### src/rtl/slc_pkg.sv
package slc_pkg;
  localparam int CODE_W = 2;
  typedef enum logic [CODE_W-1:0] {
    DST_REF  = 2'b00,
    DST_AB   = 2'b01,
    DST_FUNC = 2'b10,
    DST_INIT = 2'b11
  } dst_e;
endpackage

### src/rtl/slc_sync.sv
module slc_sync #(
  parameter int N      = 3,
  parameter int STAGES = 2
) (
  input  logic         clk,
  input  logic         rst_n,
  input  logic [N-1:0] d_i,
  output logic [N-1:0] q_o
);
  for (genvar i = 0; i < N; i++) begin : g_bit
    logic [STAGES-1:0] chain;
    always_ff @(posedge clk or negedge rst_n) begin
      if (!rst_n) chain <= '0;
      else        chain <= {chain[STAGES-2:0], d_i[i]};
    end
    assign q_o[i] = chain[STAGES-1];
  end
endmodule

### src/rtl/slc_shifter.sv
module slc_shifter #(
  parameter int FRAME_W = 24
) (
  input  logic               clk,
  input  logic               rst_n,
  input  logic               sclk_s,
  input  logic               sdat_s,
  input  logic               sle_s,
  output logic [FRAME_W-1:0] word_o,
  output logic               commit_o
);
  logic sclk_q, sle_q;
  logic shift_en;

  assign shift_en = sclk_s & ~sclk_q;
  assign commit_o = sle_s & ~sle_q;

  always_ff @(posedge clk or negedge rst_n) begin
    if (!rst_n) begin
      sclk_q <= 1'b0;
      sle_q  <= 1'b0;
      word_o <= '0;
    end else begin
      sclk_q <= sclk_s;
      sle_q  <= sle_s;
      if (shift_en) word_o <= {word_o[FRAME_W-2:0], sdat_s};
    end
  end

  // A held strobe yields a single commit
  assert_commit_single_R9: assert property (@(posedge clk) disable iff (!rst_n)
    commit_o |=> !commit_o);
  // The register only moves on a detected serial clock rise
  assert_shift_only_on_edge_R8: assert property (@(posedge clk) disable iff (!rst_n)
    !(sclk_s && !sclk_q) |=> $stable(word_o));
endmodule

### src/rtl/slc_latches.sv
module slc_latches
  import slc_pkg::*;
#(
  parameter int FRAME_W = 24,
  parameter int R_W     = 14,
  parameter int A_W     = 6,
  parameter int B_W     = 13
) (
  input  logic               clk,
  input  logic               rst_n,
  input  logic               commit_i,
  input  logic [FRAME_W-1:0] word_i,
  output logic [R_W-1:0]     ref_div_o,
  output logic [A_W-1:0]     a_cnt_o,
  output logic [B_W-1:0]     b_cnt_o,
  output logic [FRAME_W-CODE_W-1:0] func_o,
  output logic               cnt_rst_o
);
  localparam int A_LO = CODE_W;
  localparam int B_LO = A_LO + A_W;
  localparam int R_LO = CODE_W;
  localparam int F_W  = FRAME_W - CODE_W;

  dst_e code;
  logic ld_ref, ld_ab, ld_func, ld_init;

  assign code    = dst_e'(word_i[CODE_W-1:0]);
  assign ld_ref  = commit_i && (code == DST_REF);
  assign ld_ab   = commit_i && (code == DST_AB);
  assign ld_init = commit_i && (code == DST_INIT);
  assign ld_func = commit_i && ((code == DST_FUNC) || (code == DST_INIT));

  always_ff @(posedge clk or negedge rst_n) begin
    if (!rst_n) begin
      ref_div_o <= '0;
      a_cnt_o   <= '0;
      b_cnt_o   <= '0;
      func_o    <= '0;
      cnt_rst_o <= 1'b0;
    end else begin
      cnt_rst_o <= ld_init;
      if (ld_ref)  ref_div_o <= word_i[R_LO +: R_W];
      if (ld_ab) begin
        a_cnt_o <= word_i[A_LO +: A_W];
        b_cnt_o <= word_i[B_LO +: B_W];
      end
      if (ld_func) func_o <= word_i[CODE_W +: F_W];
    end
  end

  assert_pulse_one_cycle_R6: assert property (@(posedge clk) disable iff (!rst_n)
    cnt_rst_o |=> !cnt_rst_o);
  assert_pulse_from_init_R6: assert property (@(posedge clk) disable iff (!rst_n)
    cnt_rst_o |-> $past(commit_i) && ($past(word_i[CODE_W-1:0]) == 2'b11));
  assert_ab_needs_commit_R4: assert property (@(posedge clk) disable iff (!rst_n)
    !commit_i |=> $stable(a_cnt_o) && $stable(b_cnt_o));
  assert_ref_needs_commit_R3: assert property (@(posedge clk) disable iff (!rst_n)
    !commit_i |=> $stable(ref_div_o) && $stable(func_o));
endmodule

### src/rtl/serial_cfg_loader.sv
module serial_cfg_loader #(
  parameter int FRAME_W = 24,
  parameter int R_W     = 14,
  parameter int A_W     = 6,
  parameter int B_W     = 13,
  parameter int SYNC_N  = 2
) (
  input  logic           clk,
  input  logic           rst_n,
  input  logic           ser_clk_i,
  input  logic           ser_dat_i,
  input  logic           ser_le_i,
  output logic [R_W-1:0] ref_div_o,
  output logic [A_W-1:0] a_cnt_o,
  output logic [B_W-1:0] b_cnt_o,
  output logic [FRAME_W-3:0] func_o,
  output logic           cnt_rst_o
);
  logic [2:0]         pins_s;
  logic [FRAME_W-1:0] word;
  logic               commit;

  slc_sync #(.N(3), .STAGES(SYNC_N)) u_sync (
    .clk   (clk),
    .rst_n (rst_n),
    .d_i   ({ser_le_i, ser_dat_i, ser_clk_i}),
    .q_o   (pins_s)
  );

  slc_shifter #(.FRAME_W(FRAME_W)) u_shift (
    .clk      (clk),
    .rst_n    (rst_n),
    .sclk_s   (pins_s[0]),
    .sdat_s   (pins_s[1]),
    .sle_s    (pins_s[2]),
    .word_o   (word),
    .commit_o (commit)
  );

  slc_latches #(.FRAME_W(FRAME_W), .R_W(R_W), .A_W(A_W), .B_W(B_W)) u_lat (
    .clk       (clk),
    .rst_n     (rst_n),
    .commit_i  (commit),
    .word_i    (word),
    .ref_div_o (ref_div_o),
    .a_cnt_o   (a_cnt_o),
    .b_cnt_o   (b_cnt_o),
    .func_o    (func_o),
    .cnt_rst_o (cnt_rst_o)
  );
endmodule

### config.mk
export PLATFORM = sky130hd
export DESIGN_NAME = serial_cfg_loader
export DESIGN_NICKNAME = d
export VERILOG_FILES = /design/src/rtl/slc_pkg.sv /design/src/rtl/slc_sync.sv /design/src/rtl/slc_shifter.sv /design/src/rtl/slc_latches.sv /design/src/rtl/serial_cfg_loader.sv
export SDC_FILE = /design/constraint.sdc
export NUM_CORES = 1
export LEC_CHECK = 0
export ABC_CLOCK_PERIOD_IN_PS = 1800
export BUFFER_PORTS_ARGS = -buffer_cell sky130_fd_sc_hd__buf_2
export CAP_MARGIN = 20
export CORE_ASPECT_RATIO = 0.5
export CORE_MARGIN = 5
export CORE_UTILIZATION = 55
export CTS_BUF_LIST = sky130_fd_sc_hd__clkbuf_2
export DETAILED_ROUTE_END_ITERATION = 7
export PLACE_DENSITY_LB_ADDON = 0.08
export SLEW_MARGIN = 20
export SYNTH_ARGS = -nofsm -noshare
export SYNTH_HDL_FRONTEND = slang
export SYNTH_SLANG_ARGS = --single-unit
### constraint.sdc
create_clock -name clk -period 1.8 [get_ports clk]
set_input_delay 0 -clock clk [delete_from_list [all_inputs] [get_ports clk]]
set_output_delay 0 -clock clk [all_outputs]
set_load 0.02 [all_outputs]
* Yosys cells after proc, flatten, opt, wreduce, memory -nomap -nowiden
Index checks and enable logic that the tools add are counted.
Storage, ports and cells: output and inout port bits 56, input bits 5, word-level logic and storage cells 24, flip-flop bits (word level) 88
Cells by class: equality and inequality tests 3, bitwise logic cells 4, reductions and logical operators 6
Operators with widths (count):
- 2-bit == test, second input constant | 2
- 1-bit logical AND | 4
- 1-bit bitwise AND | 2
- 2-bit by 1-bit == test with 1-bit output, second input constant | 1
- 2-bit zero test | 1
- 1-bit NOT | 2
- 1-bit logical OR | 1

* Depth between registers and ports, before layout
word-level depth 3, mapped depth 4, depth with buffers taken out 2

* Modules after synthesis
From an unflattened synthesis, not the netlist that was laid out.
Unflattened totals: cell total of the unflattened synthesis 184, area total of the unflattened synthesis 3388.2 um^2
By module, submodules not included:
- slc_latches | area each 2148.3 um^2, times used 1, sequential area each 1401.3 um^2, cells an instance 120
- slc_shifter | area each 1067.3 um^2, times used 1, sequential area each 650.6 um^2, cells an instance 55
- slc_sync | area each 172.7 um^2, times used 1, sequential area each 150.1 um^2, cells an instance 9

* Worst setup path before layout
No wires, ideal clock.
path kind register -> register, start point register u_shift.word_o[1], end point register u_lat.ref_div_o[10], setup time 0.125 ns, stages on the path, launching flop included 4, slack 0.346 ns, arrival time 1.329 ns, clock period less this slack 1.454 ns, buffers on the path 1, data required time 1.675 ns, cell sequence dfrtp_1 nor4b_4 buf_6 mux2_2
Between the ends: cells in the longest elaborated chain, start to end 2
Ends and longest elaborated chain:
- start: declaration | line slc_shifter.sv:9 | output logic [FRAME_W-1:0] word_o,
- start signal: assignment | line slc_shifter.sv:26 | if (shift_en) word_o <= {word_o[FRAME_W-2:0], sdat_s};
- 2-bit zero test | line slc_latches.sv:28 | assign ld_ref = commit_i && (code == DST_REF);
- 1-bit logical AND | line slc_latches.sv:28
- end signal: assignment | line slc_latches.sv:42 | if (ld_ref) ref_div_o <= word_i[R_LO +: R_W];
- end: declaration | line slc_latches.sv:13 | output logic [R_W-1:0] ref_div_o,
Every way passes these cells. A chain may end at the register's enable or synchronous reset.

* Worst setup path in the final report
start point register u_shift.word_o[1], end point register u_lat.ref_div_o[0]
The elaborated chain is that of the path after synthesis.

==> run summary <==
metal2 WL: 2.61 mm
Cells after Synth: 180
post-route cell area: 3820 um2
CTS H-Tree Depth: 3
WS Path Type: reg2reg
HP Class: in2async
DP HPWL: 3.90 mm
antenna cells: 0
Iteration-0 DRC Markers: 53
vias in the first global route: 1854
first-pass GRT wire length: 9.67 mm
CTS root buf: clkbuf_2
Routed met3 length: 288 um
slowest cell on the critical path: dfrtp_1
Crit. End Element: flip-flop
Avg WL per Cell: 16.8 um
crit start category: flip-flop
critical path's top delay family: flip-flops
largest net degree at the start of global routing: 56
Clock Skew: 0.0289 ns
max-cap violations: 0
Yosys reg bits: 88
placed cell count: 314
share of post-route cells with drive strength above 1: 63.3%
die width: 119 um
total CTS buffers: 9
Synth cell types: 11
crit-path cells: nor4b_4 -> buf_4 -> mux2_2
hold slack final: 0.0517 ns
TritonCTS clock tree: yes
initial core utilization: 58.1%
via count: 1687
overall power: 5.56 mW
Core Box Area: 5610 um2
CP max FO: 14
clock latency on the worst-skew pair: 0.49 ns
maximum vdd drop: 0.943 mV
RSZ-0062 raised after global routing: false
initial antenna violation count: 0
GP Congestion: 0.697
dpl cell area: 3650 um2
hold-fix buffers at CTS: 4
Power Dens Cells: 1460 nW/um2
Die Y: 64.4 um
setup_tns: 0 ns
Clock transition at path regs: 0.22 ns
final hold viol count: 0
Slew @ Worst Pin: 0.659 ns
sequential area share after synthesis: 67.6%
pre-CTS WS: 0.312 ns
final critical-path required period: 1.48 ns
final worst slack: 0.318 ns
vias per inst: 5.08
Routed WL: 5.59 mm
highest metal used: met4
nets@finish: 261
CTS resizes: 0
drt first pass iters: 3
max incr delay on CP: 0.49 ns
Setup Fix Bufs, Post-CTS: 0
Total Routing Usage GR: 16.3%
Synth Warn #: 0
status: complete, no violations
site row count: 19
area grow syn2layout: 17.1%
final setup vio count: 0
fmax: 675 MHz
grt ovf: 0
crit path buf inv count: 1
final period utilization: 82.3%
met1 WL: 2.67 mm
top-level I/O count: 61
DRC violation count after routing: 0
Clock Tree Buf Depth: 2
Post-Syn Area per Cell: 18.1 um2
Buffers on Ports: 60
Syn Std Cell Area: 3260 um2
CTS Sinks: 88
Slew HR: 56.0%
antenna-violating nets left: 0
die area: 7660 um2
Worst Path Arrival: 1.86 ns
Slew Limit Fails: 0
Leakage Power: 1.99 nW
critical path required time: 2.18 ns
Synth Net Count: 185
fin cells: 332
final core occ: 68.0%
state kept, by name, summed over array words and instances (netlist names):
name	cells
u_lat.b_cnt_o	13
u_shift.sclk_q	1
u_shift.sle_q	1
u_sync.g_bit.chain	6
u_lat.a_cnt_o	6
u_lat.func_o	22
u_lat.cnt_rst_o	1
u_shift.word_o	24
u_lat.ref_div_o	14
layout make-up:
| cell class | count | area, um2 |
|---|---|---|
| Clock buffer | 10 | 50.0 |
| Clock inverter | 4 | 71.3 |
| Timing Repair Buffer | 73 | 410 |
| Fill cell | 402 | 1790 |
| Sequential cell | 88 | 2200 |
| Multi-Input combinational cell | 84 | 991 |
| Tap cell | 73 | 91.3 |
Yosys cell counts:
master | number | area [um2]
dfrtp_1 | 88 | 2200
mux2_4 | 10 | 150
nor2b_1 | 1 | 6.26
nand3b_1 | 1 | 7.51
nor4b_4 | 1 | 23.8
and4b_2 | 1 | 11.3
buf_6 | 2 | 22.5
and4bb_1 | 1 | 12.5
mux2_2 | 69 | 777
buf_2 | 5 | 25.0
buf_12 | 1 | 20.0
cells by family (layout without fill, tap and decap cells):
| kind of cell | count (synthesis) | in the layout | share of synthesized area, % |
|---|---|---|---|
| buffers and inverters | 8 | 87 | 2.07 |
| muxes | 79 | 79 | 28.5 |
| DFF | 88 | 88 | 67.6 |
| and+or+nand+nor | 5 | 5 | 1.88 |
routing by layer:
layer | vias to the layer above | track usage, %
li1 | 788 | -
met1 | 854 | 21.0
met3 | 4 | 7.04
met4 | 0 | 4.47
met5 | - | 0
met2 | 41 | 25.9
cells in the final DEF (no fill, tap or decap):
cell / count
and4b_2: 1
and4bb_1: 1
buf_2: 59
buf_4: 10
bufinv_16: 2
clkbuf_2: 10
clkinv_1: 1
clkinvlp_4: 1
dfrtp_1: 88
dlygate4sd3_1: 4
mux2_2: 69
mux2_4: 10
nand3b_1: 1
nor2b_2: 1
nor4b_4: 1
where the power goes:
group	leakage [nW]	switching, mW	internal (mW)	total (mW)
logic	0.780	0.860	0.752	1.61
clock network	0.0715	0.600	0.447	1.05
registers	1.14	0.389	2.52	2.91
worst paths after layout:
kind	from	end	slack, ns	cells past startpoint
min reg2reg	u_sync.g_bit[1].chain[0]	u_sync.g_bit[1].chain[1]	0.37	0
min in group clk	ser_clk_i	u_sync.g_bit[0].chain[0]	0.13	2
max	u_shift.word_o[1]	u_lat.ref_div_o[0]	0.32	3
max in group asynchronous	rst_n	u_lat.b_cnt_o[6]	1.09	3
max reg2reg	u_shift.word_o[1]	u_lat.ref_div_o[0]	0.32	3
min	rst_n	u_shift.word_o[8]	0.05	2
worst register-to-register path: stages, from the launching register on:
cell and delay (ns):
dfrtp_1 0.49, nor4b_4 0.28, buf_4 0.27, mux2_2 0.36
(Power assumes the default switching activity.)
